`src/rtl/bp_pkg.sv`:
```
package bp_pkg;

  typedef enum logic [1:0] {
    CTR_STRONG_NT = 2'b00,
    CTR_WEAK_NT   = 2'b01,
    CTR_WEAK_T    = 2'b10,
    CTR_STRONG_T  = 2'b11
  } ctr_e;

  localparam logic [1:0] CTR_RESET = CTR_WEAK_NT;

  // Move a counter one step toward the resolved outcome, saturating at both ends.
  function automatic logic [1:0] ctr_step(input logic [1:0] cur, input logic taken);
    logic [1:0] nxt;
    if (taken) begin
      nxt = (cur == CTR_STRONG_T) ? cur : cur + 2'd1;
    end else begin
      nxt = (cur == CTR_STRONG_NT) ? cur : cur - 2'd1;
    end
    return nxt;
  endfunction

endpackage

```
`src/rtl/bp_index.sv`:
```
module bp_index #(
  parameter int PC_W    = 32,
  parameter int IDX_LSB = 2,
  parameter int IDX_W   = 6
) (
  input  logic [PC_W-1:0]  pc,
  output logic [IDX_W-1:0] idx
);
  assign idx = pc[IDX_LSB +: IDX_W];
endmodule

```
`src/rtl/bp_counter_table.sv`:
```
module bp_counter_table
  import bp_pkg::*;
#(
  parameter int IDX_W   = 6,
  localparam int ENTRIES = 1 << IDX_W
) (
  input  logic             clk,
  input  logic             rst,
  input  logic             rd_en,
  input  logic [IDX_W-1:0] rd_idx,
  output logic [1:0]       rd_ctr_q,
  output logic             rd_valid_q,
  input  logic             wr_en,
  input  logic [IDX_W-1:0] wr_idx,
  input  logic             wr_taken,
  output logic [1:0]       wr_old_ctr
);

  logic [2*ENTRIES-1:0] ctr_flat;

  // One saturating counter per slot. Each slot steps only when it is addressed.
  for (genvar e = 0; e < ENTRIES; e++) begin : g_slot
    logic [1:0] cell_q;
    always_ff @(posedge clk) begin
      if (rst) begin
        cell_q <= CTR_RESET;
      end else if (wr_en && (wr_idx == IDX_W'(e))) begin
        cell_q <= ctr_step(cell_q, wr_taken);
      end
    end
    assign ctr_flat[2*e +: 2] = cell_q;
  end

  // Read-modify-write source for the update port: the value before this edge.
  assign wr_old_ctr = ctr_flat[2*wr_idx +: 2];

  // Registered read port. It samples the pre-update contents at the same edge.
  always_ff @(posedge clk) begin
    if (rst) begin
      rd_ctr_q   <= 2'b00;
      rd_valid_q <= 1'b0;
    end else begin
      rd_valid_q <= rd_en;
      rd_ctr_q   <= rd_en ? ctr_flat[2*rd_idx +: 2] : 2'b00;
    end
  end

endmodule

```
`src/rtl/bp_resolve.sv`:
```
module bp_resolve (
  input  logic       clk,
  input  logic       rst,
  input  logic       up_valid,
  input  logic       up_taken,
  input  logic [1:0] old_ctr,
  output logic       mispredict_q
);
  logic guessed_taken;
  assign guessed_taken = old_ctr[1];

  always_ff @(posedge clk) begin
    if (rst) begin
      mispredict_q <= 1'b0;
    end else begin
      mispredict_q <= up_valid && (up_taken != guessed_taken);
    end
  end
endmodule

```
`src/rtl/twobit_branch_predictor.sv`:
```
module twobit_branch_predictor #(
  parameter int PC_W    = 32,
  parameter int IDX_LSB = 2,
  parameter int IDX_W   = 6
) (
  input  logic            clk,
  input  logic            rst,
  input  logic            lk_valid,
  input  logic [PC_W-1:0] lk_pc,
  output logic            pred_valid,
  output logic [1:0]      pred_ctr,
  output logic            pred_taken,
  input  logic            up_valid,
  input  logic [PC_W-1:0] up_pc,
  input  logic            up_taken,
  output logic            mispredict
);

  logic [IDX_W-1:0] lk_idx;
  logic [IDX_W-1:0] up_idx;
  logic [1:0]       up_old_ctr;
  logic [1:0]       rd_ctr_q;
  logic             rd_valid_q;

  bp_index #(.PC_W(PC_W), .IDX_LSB(IDX_LSB), .IDX_W(IDX_W)) u_lk_index (
    .pc  (lk_pc),
    .idx (lk_idx)
  );

  bp_index #(.PC_W(PC_W), .IDX_LSB(IDX_LSB), .IDX_W(IDX_W)) u_up_index (
    .pc  (up_pc),
    .idx (up_idx)
  );

  bp_counter_table #(.IDX_W(IDX_W)) u_table (
    .clk        (clk),
    .rst        (rst),
    .rd_en      (lk_valid),
    .rd_idx     (lk_idx),
    .rd_ctr_q   (rd_ctr_q),
    .rd_valid_q (rd_valid_q),
    .wr_en      (up_valid),
    .wr_idx     (up_idx),
    .wr_taken   (up_taken),
    .wr_old_ctr (up_old_ctr)
  );

  bp_resolve u_resolve (
    .clk          (clk),
    .rst          (rst),
    .up_valid     (up_valid),
    .up_taken     (up_taken),
    .old_ctr      (up_old_ctr),
    .mispredict_q (mispredict)
  );

  assign pred_valid = rd_valid_q;
  assign pred_ctr   = rd_ctr_q;
  assign pred_taken = rd_ctr_q[1];

endmodule

```
`config.mk`:
```
export PLATFORM = sky130hd
export DESIGN_NAME = twobit_branch_predictor
export DESIGN_NICKNAME = d
export VERILOG_FILES = /design/src/rtl/bp_pkg.sv /design/src/rtl/bp_index.sv /design/src/rtl/bp_counter_table.sv /design/src/rtl/bp_resolve.sv /design/src/rtl/twobit_branch_predictor.sv
export SDC_FILE = /design/constraint.sdc
export NUM_CORES = 1
export LEC_CHECK = 0
export ABC_AREA = 1
export BUFFER_PORTS_ARGS = -buffer_cell sky130_fd_sc_hd__buf_2
export CAP_MARGIN = 20
export CELL_PAD_IN_SITES_DETAIL_PLACEMENT = 1
export CELL_PAD_IN_SITES_GLOBAL_PLACEMENT = 2
export CORE_MARGIN = 4
export CORE_UTILIZATION = 35
export CTS_CLUSTER_SIZE = 25
export DETAILED_ROUTE_END_ITERATION = 6
export GPL_TIMING_DRIVEN = 0
export PLACE_DENSITY_LB_ADDON = 0.15
export SYNTH_ARGS = -nofsm -noshare
export SYNTH_HDL_FRONTEND = slang
export SYNTH_SLANG_ARGS = --single-unit
```
`constraint.sdc`:
```
create_clock -name clk -period 3.9 [get_ports clk]
set_input_delay 0.78 -clock clk [delete_from_list [all_inputs] [get_ports clk]]
set_output_delay 0.78 -clock clk [all_outputs]
set_load 0.005 [all_outputs]
```
Word-level counts from Yosys, hierarchy flattened --
Index checks and enable logic that the tools add are counted.
Storage, ports and cells: register bits 132, output and inout port bits 5, input port bits 69, word-level logic and storage cells 841
Cells by class: shifts and indexed selects 2, equal/unequal tests 256, bitwise logic cells 1, reductions and logical operators 195, add/subtract/negate cells 128, multiplexer cells 192
Operators with widths (count):
- $mux W2 | 192
- $ne A2 B2 Y1 const B | 128
- $shiftx A128 B8 Y2 | 2
- $eq A6 B6 Y1 const B | 32
- $reduce_and A3 Y1 | 64
- $add A2 B1 Y2 const B | 64
- $eq A2 B2 Y1 const B | 64
- $logic_not A2 Y1 | 64
- $sub A2 B1 Y2 const B | 64
- $eq A6 B5 Y1 const B | 16
- $logic_and A1 B1 Y1 | 65
- $eq A6 B4 Y1 const B | 8
- $eq A6 B3 Y1 const B | 4
- $eq A6 B2 Y1 const B | 2
- $eq A6 B1 Y1 const B | 1
- $logic_not A6 Y1 | 1
- $reduce_or A2 Y1 | 1
- $ne A1 B1 Y1 | 1
- $not A1 Y1 | 1

Logic depth before layout (Yosys ltp) --
depth in word-level cells 3, gate-level depth with buffers 16, gate-level depth less buffers 14

Cells and area by module --
A second synthesis with hierarchy kept.
Second synthesis, totals: cells, all modules 1405, area, all modules 8509.4 um2
Modules (own cells, without submodules):
- bp_counter_table | cells an instance 1386, instances 1, area an instance 8371.8 um2
- bp_index | cells an instance 6, instances 2, area an instance 45.0 um2
- bp_resolve | cells an instance 6, instances 1, area an instance 40.0 um2
- twobit_branch_predictor | cells an instance 1, instances 1, area an instance 7.5 um2

Least setup slack after synthesis --
No wires, ideal clock.
path kind in2reg, start point input port up_pc[2], end point register u_table.g_slot[4].cell_q[0], setup time 0.122 ns, path slack 1.943 ns, data arrival time 1.835 ns, stages 9, buffers on the path 2, path through buf_6 buf_6 nor2_2 inv_2 nor2_4 inv_2 nor2_2 o21ai_1 a221o_1
On the way: word-level cells in the longest chain between the ends 3
Ends and longest elaborated chain:
- from (decl) | line twobit_branch_predictor.sv:14 | input logic [PC_W-1:0] up_pc,
- $eq A6 B3 Y1 | line bp_counter_table.sv:27 | end else if (wr_en && (wr_idx == IDX_W'(e))) begin
- $logic_and A1 B1 Y1 | line bp_counter_table.sv:27
- $reduce_and A3 Y1 (no source line)
- to (signal assigned) | line bp_counter_table.sv:28 | cell_q <= ctr_step(cell_q, wr_taken);
- to (decl) | line bp_counter_table.sv:23 | logic [1:0] cell_q;
No other way between the ends. A chain may end at the register's enable or synchronous reset.

Worst setup path after layout --
start point input port lk_pc[3], end point register u_table.rd_ctr_q[0]
On the way: word-level cells in the longest chain between the ends 1
Ends and longest elaborated chain:
- from (decl) | line twobit_branch_predictor.sv:9 | input logic [PC_W-1:0] lk_pc,
- $shiftx A128 B8 Y2 | line bp_counter_table.sv:44 | rd_ctr_q <= rd_en ? ctr_flat[2*rd_idx +: 2] : 2'b00;
- to (signal assigned) | line bp_counter_table.sv:44
- to (decl) | line bp_counter_table.sv:11 | output logic [1:0] rd_ctr_q,
No other way between the ends.

==> results_dict.tcl <==
set metrics [dict create \
    nets 1452 \
    crit_path_max_fanout 10 \
    min-delay-path-class "reg -> reg" \
    leakagePower_nw 3.70 \
    tightest_slew_ps 1110 \
    synth_top_cells_by_area "dfxtp_1 (32%), nand2_1 (16%), a21oi_1 (9.0%)" \
    drc 0 \
    drv_slew 0 \
    drive_above_1_share_pct 13.0 \
    insertedDiodeCount 0 \
    stdcell_area_mm2 0.00945 \
    avgRoutedWirePerCell_um 24.7 \
    synth-edff-count 0 \
    area_growth_pct 12.7 \
    grt_max_degree 17 \
    pin_count 74 \
    postPlaceCellArea_mm2 0.00886 \
    cts_buffers 17 \
    crit_type "in -> reg" \
    synth.distinct_cells 32 \
    fin_skew_ps 5.16 \
    postCtsSetupBuffers 0 \
    synthFlopType "dfxtp_1" \
    port_buffers 16 \
    yosysSeqAreaShare_pct 31.5 \
    yosys.area.top_type "dfxtp_1" \
    clock_sinks 132 \
    grt_pass1_vias 9568 \
    hold_buffers 0 \
    die_area_mm2 0.0265 \
    synth_warnings 0 \
    syn-num-nets 1417 \
    ctsResizeCount 0 \
    synthArstFlopShare_pct 0 \
    cts_tree "yes" \
    avgViaCountPerCell 5.72 \
    cts_buffer_depth 2 \
    die_h_um 163 \
    critPathArrivalTime_ps 3010 \
    core_mm2 0.0235 \
    wl_um 42300 \
    synth.most_common_cell "nand2_1" \
    rsz0062_at_grt "no" \
    h-tree-depth 4 \
    netlist_area_mm2 0.00839 \
    clkLatencyLatePin_ps 440 \
    grt_usage_pct 32.1 \
    clk_pin_slew_worst_paths_ps 60 \
    cp-end-kind "register" \
    clock-root-buffer "clkbuf_16" \
    antenna_found_initial 1 \
    grt.overflow.total 0 \
    synth_common_cells "nand2_1 (357), a21oi_1 (150), o21ai_0 (141)" \
    power_density_mw_per_mm2 371 \
    vias 9802 \
    placementRows 56 \
    start_util_pct 35.6 \
    drt_iter0_drc 892 \
    dp_hpwl_um 29400 \
    startpoint_type "input pin" \
    peakVddDrop_uv 200 \
    max_clock_freq_ghz 0.376 \
    min_period_ps 2660 \
    setup_tns_ps 0 \
    syn_inst 1348 \
    outcome "finished, final reports clean" \
    hold_violations 0 \
    nFillCells 3181 \
    syn_area_per_cell_um2 6.22 \
    first_pass_iters 5 \
    synth-seq-cells 132 \
    grt_pass1_wl_um 62300 \
    setup_viol 0 \
    final_antenna_net_count 0 \
    die_x_um 163 \
    gp_congestion 0.990 \
    worst_slew_margin_rel_pct 25.8 \
    post-route-period-util_pct 68.2 \
    drv_cap 0 \
    worstPathRequired_ps 4250 \
    synth_top_area_share_pct 31.5 \
]
-- registers in the layout (all words and copies together), names as in the netlist --
signal and flops:
u_table.g_slot.cell_q 128, u_table.rd_ctr_q 2, u_table.rd_valid_q 1, u_resolve.mispredict_q 1
-- per-stage QoR --
stage | util [%] | hold WS [ps] | power, mW | cells | worst slack (ps)
6_report | 40.1 | 462 | 3.51 | 1714 | 1240
3_5_place_dp | 37.7 | 457 | 1.83 | 1683 | 1080
5_1_grt | 40.1 | 483 | 3.58 | 1714 | 1270
2_1_floorplan | - | 439 | 1.63 | 1348 | 1940
3_3_place_gp | 37.7 | 450 | 1.83 | 1683 | 1080
4_1_cts | 40.1 | 466 | 3.50 | 1714 | 1390
-- cells by family after synthesis --
family / share of synthesized area [%]
compound gates: 24.7
simple gates: 33.0
buf+inv: 10.8
flops: 31.5
-- power by group --
group	leakage [nW]	internal, mW	switching, mW
clock	0.274	0.972	0.718
sequential	1.07	1.36	0.00926
combinational	2.36	0.0971	0.353
total	3.70	2.43	1.08
-- worst paths after layout --
kind	from	endpoint	slack, ps	depth (start not counted)
worst max-delay path	lk_pc[3]	u_table.rd_ctr_q[0]	1240	8
worst min-delay path	u_table.g_slot[60].cell_q[1]	u_table.g_slot[60].cell_q[1]	460	2
worst max register to register	u_table.g_slot[56].cell_q[1]	u_resolve.mispredict_q	2230	12
worst min register to register	u_table.g_slot[60].cell_q[1]	u_table.g_slot[60].cell_q[1]	460	2
-- layer usage --
metal	track usage [%]	wire length, um	vias to the layer above
met5	0	0	-
li1	-	-	4513
met4	13.8	1910	0
met3	5.24	3000	98
met1	44.1	18800	4814
met2	49.8	18500	377
-- layout make-up --
| type | count | area, um2 | area share, % |
|---|---|---|---|
| multi-input cells | 1002 | 4830 | 51.2 |
| flip-flops and latches | 132 | 2640 | 28.0 |
| inverters | 141 | 534 | 5.65 |
| clock buffers | 19 | 453 | 4.79 |
| well taps | 319 | 399 | 4.22 |
| plain buffers | 73 | 374 | 3.96 |
| clock inverters | 12 | 130 | 1.38 |
| repair buffers | 16 | 80.1 | 0.848 |
-- layout by cell type, fill, tap and decap left out, drive strengths merged, types with 12 or more instances in the layout --
cell type,instances
nand2,360
a21oi,157
o21ai,151
inv,141
nor2,140
dfxtp,132
nand3,89
clkbuf,57
buf,51
or2,30
o211ai,18
a22oi,12
a221o,12
-- critical path, cell delays in order --
cell      delay (ps)
buf_2            280
clkbuf_1         770
o21ai_0          240
a21oi_1          240
o31ai_1          100
nand3_1          210
nand3_1          120
a21oi_1          240
No activity file was read; power rests on OpenSTA's default activity.
